--- src/rtl/gp_pkg.sv ---
package gp_pkg;
    localparam int NPL   = 4;
    localparam int BYTEW = 8;
    localparam int NREG  = 8;
    localparam int RNW   = $clog2(NREG);

    typedef enum logic [1:0] {
        FN_REPLACE = 2'b00,
        FN_PSET    = 2'b01,
        FN_CLEAR   = 2'b10,
        FN_RSVD    = 2'b11
    } rop_fn_e;

    typedef enum logic [1:0] {
        ST_IDLE   = 2'b00,
        ST_FETCH  = 2'b01,
        ST_FINISH = 2'b10
    } seq_st_e;

    typedef struct packed {
        logic [NPL-1:0][BYTEW-1:0] pat;
        logic [NPL-1:0]            color;
        rop_fn_e                   fn;
        logic [NPL-1:0]            pen;
        logic [BYTEW-1:0]          mask;
        logic [1:0]                rplane;
        logic [NPL-1:0]            rcolor;
    } ctl_t;

    function automatic logic fn_writes(rop_fn_e f);
        return (f == FN_REPLACE) || (f == FN_PSET);
    endfunction

    function automatic logic [BYTEW-1:0] rop_byte(
        rop_fn_e f, logic [BYTEW-1:0] old, logic [BYTEW-1:0] cpu,
        logic [BYTEW-1:0] pat, logic [BYTEW-1:0] mask, logic cbit);
        logic [BYTEW-1:0] r;
        case (f)
            FN_REPLACE: r = (old & ~mask) | (cbit ? (cpu & pat & mask) : '0);
            FN_PSET:    r = (old & ~cpu)  | (cbit ? (cpu & pat) : '0);
            default:    r = old;
        endcase
        return r;
    endfunction
endpackage

--- src/rtl/gp_regfile.sv ---
module gp_regfile
    import gp_pkg::*;
(
    input  logic             clk,
    input  logic             rst,
    input  logic             wr,
    input  logic             sel,
    input  logic [BYTEW-1:0] wdata,
    output ctl_t             ctl
);
    logic           auto_q;
    logic [RNW-1:0] num_q;
    ctl_t           ctl_q;

    always_ff @(posedge clk) begin
        if (rst) begin
            auto_q <= 1'b0;
            num_q  <= '0;
            ctl_q  <= '0;
        end else if (wr) begin
            if (!sel) begin
                auto_q <= wdata[7];
                num_q  <= wdata[RNW-1:0];
            end else begin
                if (!num_q[2]) begin
                    ctl_q.pat[num_q[1:0]] <= wdata;
                end else begin
                    case (num_q[1:0])
                        2'd0: ctl_q.color <= wdata[NPL-1:0];
                        2'd1: begin
                            ctl_q.fn  <= rop_fn_e'(wdata[5:4]);
                            ctl_q.pen <= wdata[NPL-1:0];
                        end
                        2'd2: ctl_q.mask <= wdata;
                        default: begin
                            ctl_q.rplane <= wdata[5:4];
                            ctl_q.rcolor <= wdata[NPL-1:0];
                        end
                    endcase
                end
                if (auto_q) num_q[1:0] <= num_q[1:0] + 2'd1;
            end
        end
    end

    assign ctl = ctl_q;
endmodule

--- src/rtl/gp_seq.sv ---
module gp_seq
    import gp_pkg::*;
#(
    parameter int AW = 14
) (
    input  logic             clk,
    input  logic             rst,
    input  logic             req,
    input  logic             we,
    input  logic [AW-1:0]    addr,
    input  logic [BYTEW-1:0] wdata,
    input  ctl_t             ctl_live,
    output logic             idle,
    output logic             fetch,
    output logic             finish,
    output logic             we_q,
    output logic [AW-1:0]    addr_q,
    output logic [BYTEW-1:0] wdata_q,
    output ctl_t             snap
);
    seq_st_e st_q;

    always_ff @(posedge clk) begin
        if (rst) begin
            st_q    <= ST_IDLE;
            we_q    <= 1'b0;
            addr_q  <= '0;
            wdata_q <= '0;
            snap    <= '0;
        end else begin
            case (st_q)
                ST_IDLE: if (req) begin
                    st_q    <= ST_FETCH;
                    we_q    <= we;
                    addr_q  <= addr;
                    wdata_q <= wdata;
                    snap    <= ctl_live;
                end
                ST_FETCH: st_q <= ST_FINISH;
                default:  st_q <= ST_IDLE;
            endcase
        end
    end

    assign idle   = (st_q == ST_IDLE);
    assign fetch  = (st_q == ST_FETCH);
    assign finish = (st_q == ST_FINISH);
endmodule

--- src/rtl/gp_rop.sv ---
module gp_rop
    import gp_pkg::*;
(
    input  logic [NPL*BYTEW-1:0] old_bytes,
    input  logic [BYTEW-1:0]     cpu,
    input  ctl_t                 ctl,
    output logic [NPL*BYTEW-1:0] new_bytes,
    output logic [BYTEW-1:0]     direct,
    output logic [BYTEW-1:0]     match
);
    logic [NPL-1:0][BYTEW-1:0] old_p;
    logic [NPL-1:0][BYTEW-1:0] eq_p;

    assign old_p = old_bytes;

    for (genvar p = 0; p < NPL; p++) begin : g_plane
        assign new_bytes[p*BYTEW +: BYTEW] =
            rop_byte(ctl.fn, old_p[p], cpu, ctl.pat[p], ctl.mask, ctl.color[p]);
        assign eq_p[p] = ~(old_p[p] ^ {BYTEW{ctl.rcolor[p]}});
    end

    assign direct = old_p[ctl.rplane];

    always_comb begin
        match = '1;
        for (int p = 0; p < NPL; p++) match = match & eq_p[p];
    end
endmodule

--- src/rtl/gp_rop_unit.sv ---
module gp_rop_unit
    import gp_pkg::*;
#(
    parameter int AW = 14
) (
    input  logic                 clk,
    input  logic                 rst,
    input  logic                 rf_wr,
    input  logic                 rf_sel,
    input  logic [7:0]           rf_wdata,
    input  logic                 disp_active_i,
    input  logic                 clr_busy_i,
    output logic [7:0]           stat_o,
    input  logic                 acc_req,
    input  logic                 acc_we,
    input  logic [AW-1:0]        acc_addr,
    input  logic [7:0]           acc_wdata,
    output logic                 acc_rdy,
    output logic                 rd_valid,
    output logic [7:0]           rd_plane,
    output logic [7:0]           rd_match,
    output logic [AW-1:0]        mem_addr,
    output logic                 mem_rd,
    output logic                 mem_we,
    output logic [3:0]           mem_wen,
    output logic [31:0]          mem_wdata,
    input  logic [31:0]          mem_rdata
);
    ctl_t             ctl_live, snap;
    logic             idle, fetch, finish, we_q;
    logic [BYTEW-1:0] wdata_q, direct, match;
    logic             write_ok;
    logic             rv_q;
    logic [BYTEW-1:0] rp_q, rm_q;
    logic [7:0]       stat_q;

    gp_regfile u_rf (
        .clk(clk), .rst(rst), .wr(rf_wr), .sel(rf_sel),
        .wdata(rf_wdata), .ctl(ctl_live)
    );

    gp_seq #(.AW(AW)) u_seq (
        .clk(clk), .rst(rst), .req(acc_req), .we(acc_we),
        .addr(acc_addr), .wdata(acc_wdata), .ctl_live(ctl_live),
        .idle(idle), .fetch(fetch), .finish(finish), .we_q(we_q),
        .addr_q(mem_addr), .wdata_q(wdata_q), .snap(snap)
    );

    gp_rop u_dp (
        .old_bytes(mem_rdata), .cpu(wdata_q), .ctl(snap),
        .new_bytes(mem_wdata), .direct(direct), .match(match)
    );

    assign write_ok = finish && we_q && fn_writes(snap.fn);
    assign mem_we   = write_ok;
    assign mem_wen  = write_ok ? snap.pen : '0;
    assign mem_rd   = fetch;
    assign acc_rdy  = idle;

    always_ff @(posedge clk) begin
        if (rst) begin
            rv_q   <= 1'b0;
            rp_q   <= '0;
            rm_q   <= '0;
            stat_q <= '0;
        end else begin
            rv_q   <= finish && !we_q;
            stat_q <= {disp_active_i, clr_busy_i, 6'b0};
            if (finish && !we_q) begin
                rp_q <= direct;
                rm_q <= match;
            end
        end
    end

    assign rd_valid = rv_q;
    assign rd_plane = rp_q;
    assign rd_match = rm_q;
    assign stat_o   = stat_q;
endmodule

--- config.mk ---
export PLATFORM = sky130hd
export DESIGN_NAME = gp_rop_unit
export DESIGN_NICKNAME = d
export VERILOG_FILES = /design/src/rtl/gp_pkg.sv /design/src/rtl/gp_regfile.sv /design/src/rtl/gp_seq.sv /design/src/rtl/gp_rop.sv /design/src/rtl/gp_rop_unit.sv
export SDC_FILE = /design/constraint.sdc
export NUM_CORES = 1
export LEC_CHECK = 0
export BUFFER_PORTS_ARGS = -buffer_cell sky130_fd_sc_hd__buf_2
export CORE_ASPECT_RATIO = 0.8
export CORE_MARGIN = 8
export CORE_UTILIZATION = 45
export CTS_CLUSTER_SIZE = 40
export DETAILED_ROUTE_END_ITERATION = 10
export GPL_TIMING_DRIVEN = 1
export PLACE_DENSITY = 0.7
export SYNTH_ARGS = -nofsm -noshare
export SYNTH_HDL_FRONTEND = slang
export SYNTH_SLANG_ARGS = --single-unit
--- constraint.sdc ---
create_clock -name clk -period 3.72 [get_ports clk]
set_clock_uncertainty 0.1 [all_clocks]
set_input_delay 0.372 -clock clk [delete_from_list [all_inputs] [get_ports clk]]
set_output_delay 0.372 -clock clk [all_outputs]
set_load 0.05 [all_outputs]
== Word-level counts from Yosys, hierarchy flattened ==
Cells that the tools add are included.
Word-level totals
  bits in registers: 166
  input bits: 70
  output and inout port bits: 78
  word-level logic and storage cells: 123
Operators by class
  $add $sub $neg: 1
  order comparisons: 3
  eq/ne operators: 7
  mux-type cells: 22
  bitwise gates (word level): 40
  reduce and logical (&&, ||, !) cells: 18
Operator list (count)
  $and 8x8->8: 19
  $mux 8: 10
  $or 8x8->8: 8
  $pmux 8 s2: 4
  $not 8->8: 6
  $bwmux 32: 1
  $xor 8x8->8: 4
  $bmux 8 s2: 1
  $demux 8 s2: 1
  $reduce_and 4->1: 4
  $eq 2x1->1 const B: 3
  $logic_not 2->1: 3
  $lt 2x3->1 const B: 2
  $mux 2: 3
  $reduce_and 2->1: 3
  $eq 2x2->1 const B: 2
  $logic_and 1x1->1: 4
  $mux 4: 1
  $pmux 2 s2: 1
  $not 1->1: 3
  $reduce_and 3->1: 1
  $reduce_or 3->1: 1
  $add 2x1->2 const B: 1
  $ge 2x1->1 const B: 1
  4 further kinds: 4

== Longest topological paths before layout ==
Gate-level depths: netlist of the first run.
  word-level depth: 5
  gate-level depth with buffers: 6
  depth with buffers taken out: 5

== Modules after synthesis ==
Synthesis of the first run repeated with hierarchy kept, for this count alone.
Unflattened totals
  cells, all modules: 891
  area total of the unflattened synthesis: 8384.3 sq um
Modules (own cells, without submodules)
  gp_seq: times used 1, cells each 350, area each 3651.0 sq um, sequential area each 1621.6 sq um
  gp_regfile: times used 1, cells each 267, area each 2386.0 sq um, sequential area each 1201.2 sq um
  gp_rop: times used 1, cells each 185, area each 1452.6 sq um, sequential area each 0.0 sq um
  gp_rop_unit: times used 1, cells each 89, area each 894.6 sq um, sequential area each 380.4 sq um

== Worst setup path before layout of the first run ==
No wires, ideal clock.
  path kind: register to output
  start point: reg u_seq.snap[19] (netlist name)
  end point: out mem_wdata[31]
  arrival: 1610 ps
  required time: 3248 ps
  setup slack: 1638 ps
  cell stages (with the launch flop): 5
  buffers on the path: 1
  cell sequence: dfxtp_1 -> nor2b_1 -> clkbuf_1 -> a31oi_1 -> o211ai_1
Between the ends
  longest elaborated chain between the ends: 2
  elaborated cells between the ends (all ways): 3
  those cells by class: eq/ne: 1; mux: 1; reduce/logical: 1
Ends and longest elaborated chain
  $eq 2x1->1 / $logic_not 2->1 (equally long branches): RTL line gp_pkg.sv:38  | case (f)
  $pmux 8 s2 *: RTL line gp_pkg.sv:38
  to (decl): RTL line gp_rop_unit.sv:26  | output logic [31:0] mem_wdata,
Mark *: on every way between the ends. The rest lies on a longest branch, timed or not.

== Worst setup path after layout of the first run ==
  start point: reg u_seq.snap[19] (netlist name)
  end point: out mem_wdata[11]
Between the ends
  longest elaborated chain between the ends: 2
  elaborated cells between the ends (all ways): 3
  those cells by class: eq/ne: 1; mux: 1; reduce/logical: 1
Ends and longest elaborated chain (RTL line)
  $eq 2x1->1 / $logic_not 2->1 (equally long branches): gp_pkg.sv:38
  $pmux 8 s2 *: gp_pkg.sv:38
Marked as above.

==> impl_metrics.yaml, run 1 <==
status:
  status: "finished, final reports clean"
sta:
  finalSetupViolCount: 0
  drv_slew: 0
  worst_slew_pin_slew_ns: 1.19
  hold_viol_final: 0
  period_share_pct: 76.6
  maxSlewHeadroom_pct: 20.5
  fmax_mhz: 351
  layout_min_cycle_time_ns: 2.85
  rsz0062_at_grt: "false"
  setup_tns_ns: 0
  hold_ws_ns: 0.0466
detailed_routing:
  vias_per_cell: 5.47
  dr_wl_met2_mm: 8.74
  drt_wl_total_mm: 20.4
  routedWlPerCell_um: 18.3
  num_vias: 6094
  drtIter0Drc: 585
  dr.pass1.iters: 5
  top_layer: "met4"
  met1Wirelength_mm: 9.40
  antenna_left: 0
  drc: 0
  wl_met3_mm: 2.09
place:
  dp.final_hpwl_mm: 14.2
  io_buffers: 141
  place_congestion: 0.835
layout:
  n_antenna_cell: 0
  nFillCells: 1384
  nets: 987
  drive_above_1_share_pct: 21.6
  area_delta_synth_final_pct: 18.3
synthesis:
  ys.flop_type: "dfxtp_1"
  synth_top_area_cell: "dfxtp_1"
  ys_seq_elements: 160
  ys_seq_area_share_pct: 46.4
  yosys_warnings: 0
  yosys.cell_types.count: 42
  synth_edf_count: 0
  avgSynthCellArea_um2: 8.51
  synth-async-reset-ratio_pct: 0
  synth_top_area_share_pct: 46.4
  syn_area_um2: 6900
  synth_area_leaders: "dfxtp_1, nand2_1, a21oi_1, a32o_1, xor2_1"
  synth_cells: 811
die:
  die_w_um: 154
  fp-row-count: 40
  die_h_um: 127
  ios: 148
  start_util_pct: 46.0
  dieArea_um2: 19600
  core_um2: 15000
pwr:
  p_leak_nw: 3.33
  pwr_density_cell_nw_per_um2: 478
  peakVddDrop_mv: 0.248
min_path:
  min_path_type: "input port to flip-flop"
  hold_start: "disp_active_i"
clock_network:
  cts_num_sinks: 160
  post_cts_buffers: 0
  ctsResizeCount: 0
  clk-insertion-delay-late_ns: 0.43
  clk_pin_slew_ns: 0.06
  numCtsBuffers: 17
  htree_levels: 4
  root_buffer: "clkbuf_16"
  cts_hold_buf: 0
  cts_tree: "yes"
  cts_max_path_buffers: 2
worst_setup_path:
  worstSetupPathType: "flip-flop to output port"
  crit_path_start_kind: "flip-flop"
  required_ns: 3.25
  path_max_fanout: 18
  worst_setup_path_end_kind: "output port"
  arrival_ns: 2.38
  r2r-start: "u_seq.st_q[0]$_SDFFE_PP0P_"
  crit_path_start: "u_seq.snap[19]$_SDFFE_PP0P_"
global_routing:
  grt_start_max_net_pins: 80
  gr-total-overflow: 0
  antenna_found_initial: 0
  track_usage_pct: 21.0
  grt_pass1_vias: 5620
  grt_pass1_wl_mm: 32.3
job:
  drv_cap: 0
-- path summary, 6_finish.rpt --
| kind | end | slack, ns | cells past startpoint |
|---|---|---|---|
| min reg2reg | u_seq.snap[17]$_SDFFE_PP0P_ | 0.35 | 2 |
| max reg2reg | u_seq.snap[48]$_SDFFE_PP0P_ | 1.71 | 4 |
| max | mem_wdata[11] | 0.87 | 3 |
| min | stat_o[7]$_SDFF_PP0_ | 0.05 | 2 |
-- flip-flops by register name, summed over array words and instances (netlist names) --
name and cells:
u_seq.st_q 2, u_seq.wdata_q 8, rd_match 8, u_rf.ctl 56, u_seq.addr_q 14, stat_o 2
rd_valid 1, u_rf.auto_q 1, rd_plane 8, u_rf.num_q 3, u_seq.snap 56, u_seq.we_q 1
-- where the power goes --
part	leakage [nW]	internal, mW	switching (mW)
clock	0.277	0.941	0.762
combinational	1.76	0.116	0.313
sequential	1.30	1.75	0.0244
-- cell type report --
type | count | area (um2) | area share (%)
clock buffers | 17 | 425 | 5.21
well taps | 189 | 236 | 2.90
clock inverters | 15 | 146 | 1.79
multi-input cells | 580 | 3360 | 41.1
flip-flops and latches | 160 | 3200 | 39.2
inverters | 6 | 22.5 | 0.276
repair buffers | 148 | 773 | 9.47
-- cells in the mapped netlist, drive strengths merged, types with 5 or more instances --
master    n
or2       7
dfxtp   160
nor2     23
o21a      7
a22o     16
a21oi   122
nor2b    11
mux4      8
nor4      8
mux2i    24
xor2     32
clkbuf   28
inv       6
nand2   241
buf      42
nand4     5
a32o     28
-- cells by family (layout without fill, tap and decap cells) --
| kind of cell | Yosys count | after routing | share of synthesized area, % |
|---|---|---|---|
| buf+inv | 76 | 186 | 5.35 |
| compound gates | 186 | 186 | 17.1 |
| xor+xnor | 32 | 32 | 4.06 |
| simple gates | 320 | 320 | 20.2 |
| mux | 32 | 32 | 6.09 |
| flops | 160 | 160 | 46.4 |
| fa+ha+maj | 4 | 4 | 0.725 |
| other cells | 1 | 6 | 0.0543 |
-- through the flow --
step,instance area [um2],power [mW],std cells,setup slack [ns],utilization [%]
floorplan,6920,2.11,816,1.64,-
detailed placement,7590,2.24,1083,1.33,50.6
CTS,8160,3.92,1115,0.872,54.4
finish,8160,3.90,1115,0.869,54.4
global route,8160,4.05,1115,0.796,54.4
global placement,7590,2.23,1083,1.34,50.6
-- cell usage in the layout, fill, tap and decap left out, drive strengths merged, types with 4 or more instances in the layout --
master    n
clkbuf   17
a32o     28
nand2   241
or2       7
ha        4
xor2     32
nand4     5
a21oi   122
mux2i    24
nor4      8
nand4b    4
conb      6
nor2     23
nor2b    11
o21a      7
mux4      8
o22ai     4
inv      16
dfxtp   160
and4b     4
and2      4
a22o     16
buf     148
-- metal layers --
metal	vias to the layer above	track usage, %
li1	2977	-
met1	2861	29.2
met2	242	30.7
met3	14	6.65
met4	0	5.29
met5	-	0
-- critical path, stage by stage (launching register included) --
cell and delay, ns:
dfxtp_1 0.54, nor2b_1 0.81, a32o_1 0.31, buf_2 0.28
(Power assumes the default switching activity.)
==> run 2: changes to the inputs <==
Clock period 3.72 ns to 2.9 ns, I/O delays scaled along.
==> run 2 against run 1 <==
Effect of this change:
- sequential share of layout area shrank 1.2 points
- first-iteration DRC count grew 15%
- sequential cell count is the same
- combinational power grew 34%
- sequential power grew 28%
- worst setup slack lost 0.47 ns
- critical endpoint is now mem_wdata[3]
==> impl_metrics.yaml, run 2 (synthesis gave the netlist of run 1 again) <==
status:
  status: "finished, final reports clean"
sta:
  rsz0062_at_grt: "false"
  worst_slew_pin_slew_ns: 1.19
  drv_slew: 0
  finalSetupViolCount: 0
  layout_min_cycle_time_ns: 2.50
  period_share_pct: 86.2
  maxSlewHeadroom_pct: 20.3
  hold_viol_final: 0
  fmax_mhz: 400
  setup_tns_ns: 0
layout:
  design_area_um2: 8410
  n_antenna_cell: 0
  area_delta_synth_final_pct: 21.8
  final_util_pct: 56.0
  nets: 1009
  layout_common_cells: "nand2_1, dfxtp_1, buf_2, a21oi_1, xor2_1"
  drive_above_1_share_pct: 21.6
  layout_commonest_cell: "nand2_1"
  final_cell_count_no_fill: 1137
min_path:
  min_path_type: "input port to flip-flop"
  hold_depth: 3
worst_setup_path:
  critPathTopFamily: "flip-flops"
  crit_path_start_kind: "flip-flop"
  reg2reg_depth: 3
  path_max_fanout: 18
  crit_cells: 4
  cp_slowest_stage_delay_ns: 0.73
  cp_slowest_cell: "dfxtp_1"
  arrival_ns: 2.11
  worst_setup_path_end_kind: "output port"
  path_buf_inv: 2
  crit_chain: "nor2b_1 > buf_4 > a32o_1 > buf_2"
  worstSetupPathType: "flip-flop to output port"
  required_ns: 2.51
die:
  ios: 148
  fp-row-count: 40
  start_util_pct: 46.0
  die_h_um: 127
  die_w_um: 154
  core_um2: 15000
  dieArea_um2: 19600
global_routing:
  antenna_found_initial: 0
  gr-total-overflow: 0
  track_usage_pct: 20.8
  grt_pass1_vias: 5786
  grt_pass1_wl_mm: 32.2
  grt_start_max_net_pins: 74
detailed_routing:
  drtIter0Drc: 674
  antenna_left: 0
  drc: 0
  num_vias: 6240
  drt_wl_total_mm: 20.8
  vias_per_cell: 5.49
  routedWlPerCell_um: 18.3
  dr.pass1.iters: 5
clock_network:
  clk_pin_slew_ns: 0.06
  post_cts_buffers: 0
  cts_hold_buf: 17
  htree_levels: 4
  clk-insertion-delay-late_ns: 0.43
  cts_max_path_buffers: 2
  cts_tree: "yes"
  root_buffer: "clkbuf_16"
  cts_num_sinks: 160
  numCtsBuffers: 17
  ctsResizeCount: 0
pwr:
  pwr_density_cell_nw_per_um2: 604
  peakVddDrop_mv: 0.369
  p_leak_nw: 3.45
place:
  dp.final_hpwl_mm: 14.6
  place_congestion: 0.840
  io_buffers: 141
  place_area_um2: 7640
  dp_cells: 1088
job:
  drv_cap: 0
==> run 2: cell types whose count changed in the layout (fill, tap and decap cells not counted), moves of 2 or more <==
cell	delta
dlygate4sd3_1	+17
inv_6	-5
buf_4	+4
clkbuf_8	+4
clkinv_4	+4
clkinvlp_4	-2
==> run 2: area by class of cell <==
class | instances | area, um2
multi-input combinational | 580 | 3360
clock buffer | 21 | 480
sequential | 160 | 3200
timing repair buffer | 170 | 993
clock inverter | 11 | 118
fill | 1385 | 6610
tap | 189 | 236
inverter | 6 | 22.5
==> run 2: worst paths after layout <==
kind / from / to / slack, ns
worst max-delay path: u_seq.snap[19]$_SDFFE_PP0P_ / mem_wdata[3] / 0.40
worst min-delay path: acc_addr[13] / u_seq.addr_q[13]$_SDFFE_PP0P_ / 0.01
worst max register to register: u_seq.st_q[0]$_SDFFE_PP0P_ / rd_match[4]$_SDFFE_PP0P_ / 0.99
worst min register to register: u_seq.addr_q[13]$_SDFFE_PP0P_ / u_seq.addr_q[13]$_SDFFE_PP0P_ / 0.35
==> run 2: through the flow <==
stage                     setup WS, ns  hold slack [ns]  total power [mW]
final                            0.400           0.0119              5.08
after global routing             0.337           0.0105              5.24
after CTS                        0.408          0.00177              5.10
after detailed placement         0.873            0.343              2.87
after global placement           0.893            0.339              2.87
after floorplan                  0.900            0.318              2.71
==> run 2: where the power goes <==
part           internal, mW  total (mW)  switching, mW
Clock                  1.29        2.23          0.936
Sequential             2.24        2.27         0.0316
Combinational         0.166       0.574          0.408
Total                  3.70        5.08           1.38
==> run 2: worst min-delay path: cells and delay by family <==
family / cells / cell delay [ns]
AO/OA/AOI/OAI: 1 / 0.05
buffers and inverters: 1 / 0.10
AND/OR/NAND/NOR: 1 / 0.05
==> run 2: metal layers <==
| metal | GRT usage, % | vias to the layer above | wire, um |
|---|---|---|---|
| met5 | 0 | - | 0 |
| li1 | - | 3006 | - |
| met2 | 30.1 | 294 | 8790 |
| met4 | 7.48 | 0 | 398 |
| met1 | 28.4 | 2906 | 9480 |
| met3 | 6.65 | 34 | 2100 |
==> run 3: changes to the inputs <==
Settings changed: BUFFER_PORTS_ARGS -buffer_cell sky130_fd_sc_hd__buf_2 to -buffer_cell sky130_fd_sc_hd__buf_4.
==> run 3 against run 2 <==
Effect of this change:
- global-route usage decreased by 0.098 points
- final area is 2.8% higher
- combinational power increased by 7.3%
- first-iteration DRC count is 13% lower
- sequential cell count did not move
- critical path depth grew 1
- fmax grew 4.4%
- wire length rose by 0.76%
- non-clock buffer count fell by 9
- die area unchanged
- cell count decreased by 0.88%
==> impl_metrics.yaml, run 3 (synthesis gave the netlist of run 1 again) <==
status:
  status: "finished, final reports clean"
pwr:
  peakVddDrop_mv: 0.390
  power_switching_mw: 1.36
  intPower_mw: 3.73
  pwr-share-clk_pct: 43.2
  p_leak_nw: 3.48
  pwr_density_cell_nw_per_um2: 589
  p_total_mw: 5.09
  seqPwrFrac_pct: 44.7
  p_sw_share_pct: 26.7
  p_comb_share_pct: 12.1
global_routing:
  grt_pass1_vias: 5654
  busiest_layer: "met2"
  grt_pass1_wl_mm: 31.9
  gr-total-overflow: 0
  antenna_found_initial: 0
  grtUsageMet1_pct: 28.8
  grt_util_met2_pct: 30.2
  track_usage_pct: 20.7
  grtUsageMet3_pct: 5.97
  grt_start_max_net_pins: 130
worst_setup_path:
  cp_common_cell: "buf_4"
  path_buf_inv: 2
  crit_chain: "nor2b_1 > buf_4 > a31oi_1 > o211ai_1 > buf_4"
  worst_setup_path_end_kind: "output port"
  cp_slowest_cell: "dfxtp_1"
  worstSetupPathType: "flip-flop to output port"
  required_ns: 2.51
  r2r-start: "u_seq.st_q[1]$_SDFFE_PP0P_"
  crit_path_start_kind: "flip-flop"
  reg2reg_depth: 3
  cp_slowest_stage_delay_ns: 0.70
  path_max_fanout: 18
  r2r_end: "rd_match[7]$_SDFFE_PP0P_"
  crit_cells: 5
  arrival_ns: 2.00
  r2r_slack_ns: 0.96
  critPathTopFamily: "flip-flops"
min_path:
  hold_start: "acc_addr[12]"
  hold_depth: 3
  min_path_type: "input port to flip-flop"
  worstHoldEndpoint: "u_seq.addr_q[12]$_SDFFE_PP0P_"
die:
  die_w_um: 154
  die_h_um: 127
  core_um2: 15000
  dieArea_um2: 19600
  fp-row-count: 40
  ios: 148
  start_util_pct: 46.0
detailed_routing:
  antenna_left: 0
  drc: 0
  drtIter0Drc: 588
  dr.pass1.iters: 7
  num_vias: 6273
  vias_per_cell: 5.57
  routedWlPerCell_um: 18.6
  drt_wl_total_mm: 20.9
sta:
  rsz0062_at_grt: "false"
  layout_min_cycle_time_ns: 2.39
  hold_viol_final: 0
  drv_slew: 0
  setup_tns_ns: 0
  fmax_mhz: 418
  finalSetupViolCount: 0
  period_share_pct: 82.6
  setup_slack_ns: 0.505
  maxSlewHeadroom_pct: 17.0
  worst_slew_pin_slew_ns: 1.24
layout:
  area_delta_synth_final_pct: 25.2
  design_area_um2: 8640
  drive_above_1_share_pct: 21.7
  n_antenna_cell: 0
  nFillCells: 1357
  layout_commonest_cell: "nand2_1"
  layout_common_cells: "nand2_1, dfxtp_1, buf_4, a21oi_1, xor2_1"
  nets: 1000
clock_network:
  numCtsBuffers: 17
  clk-insertion-delay-late_ns: 0.43
  htree_levels: 4
  root_buffer: "clkbuf_16"
  cts_tree: "yes"
  post_cts_buffers: 0
  cts_max_path_buffers: 2
  cts_num_sinks: 160
  clk_pin_slew_ns: 0.07
place:
  dp.final_hpwl_mm: 14.6
  preCtsSetupSlack_ns: 0.969
  place_area_um2: 7980
  io_buffers: 141
  place_congestion: 0.860
job:
  drv_cap: 0
run 3: changes by cell type in the layout (fill, tap and decap cells not counted), sizes merged:
cell and change:
clkinv -2, dlygate4sd3 -9, inv -2, clkinvlp +3
run 3: worst max-delay path by stage:
stage                                           start       endpoint  slack [ns]
final                     u_seq.snap[19]$_SDFFE_PP0P_  mem_wdata[31]        0.51
after global routing      u_seq.snap[19]$_SDFFE_PP0P_  mem_wdata[31]        0.36
after CTS                 u_seq.snap[19]$_SDFFE_PP0P_  mem_wdata[31]        0.52
after detailed placement  u_seq.snap[19]$_SDFFE_PP0P_  mem_wdata[31]        0.97
after global placement    u_seq.snap[19]$_SDFFE_PP0P_  mem_wdata[31]        1.02
after floorplan           u_seq.snap[19]$_SDFFE_PP0P_  mem_wdata[31]        0.90
run 3: layout make-up:
class | count | area [um2] | area share, %
Inverter | 6 | 22.5 | 0.261
Sequential cell | 160 | 3200 | 37.1
Tap cell | 189 | 236 | 2.74
Multi-Input combinational cell | 580 | 3360 | 38.8
Clock inverter | 10 | 101 | 1.17
Timing Repair Buffer | 161 | 1240 | 14.4
Clock buffer | 21 | 480 | 5.56
run 3: stage by stage:
step / utilization [%] / hold WS [ns] / cells
floorplan: - / 0.318 / 816
global placement: 53.1 / 0.338 / 1088
detailed placement: 53.1 / 0.341 / 1088
CTS: 57.6 / 0.000156 / 1127
global route: 57.6 / 0.00797 / 1127
finish: 57.6 / 0.00594 / 1127
run 3: per-layer routing:
layer  wire, um  part of all wire [%]  vias to the layer above
li1           -                     -                     2994
met5          0                     0                        -
met3       1920                   9.2                       35
met2       8890                    42                      281
met4        332                   1.6                        0
met1       9790                    47                     2963
run 3: power by group through the flow:
stage	Combinational, mW	Clock, mW	Sequential (mW)
6_report	0.616	2.20	2.27
5_1_grt	0.653	2.31	2.28
4_1_cts	0.615	2.21	2.27
3_5_place_dp	0.604	0	2.32
3_3_place_gp	0.599	0	2.32
2_1_floorplan	0.339	0	2.37
run 3: timing repair:
action / in CTS / in global routing
hold endpoints to repair: 8 / 0
hold buffers: 8 / 0
gates resized for setup: 0 / 0
run 3: worst reg2reg max path: cells and delay by family, from the launching register on:
family,cells,cell delay [ns]
AOI/OAI and AO/OA,1,0.29
DFF,1,0.37
and+or+nand+nor,2,1.13
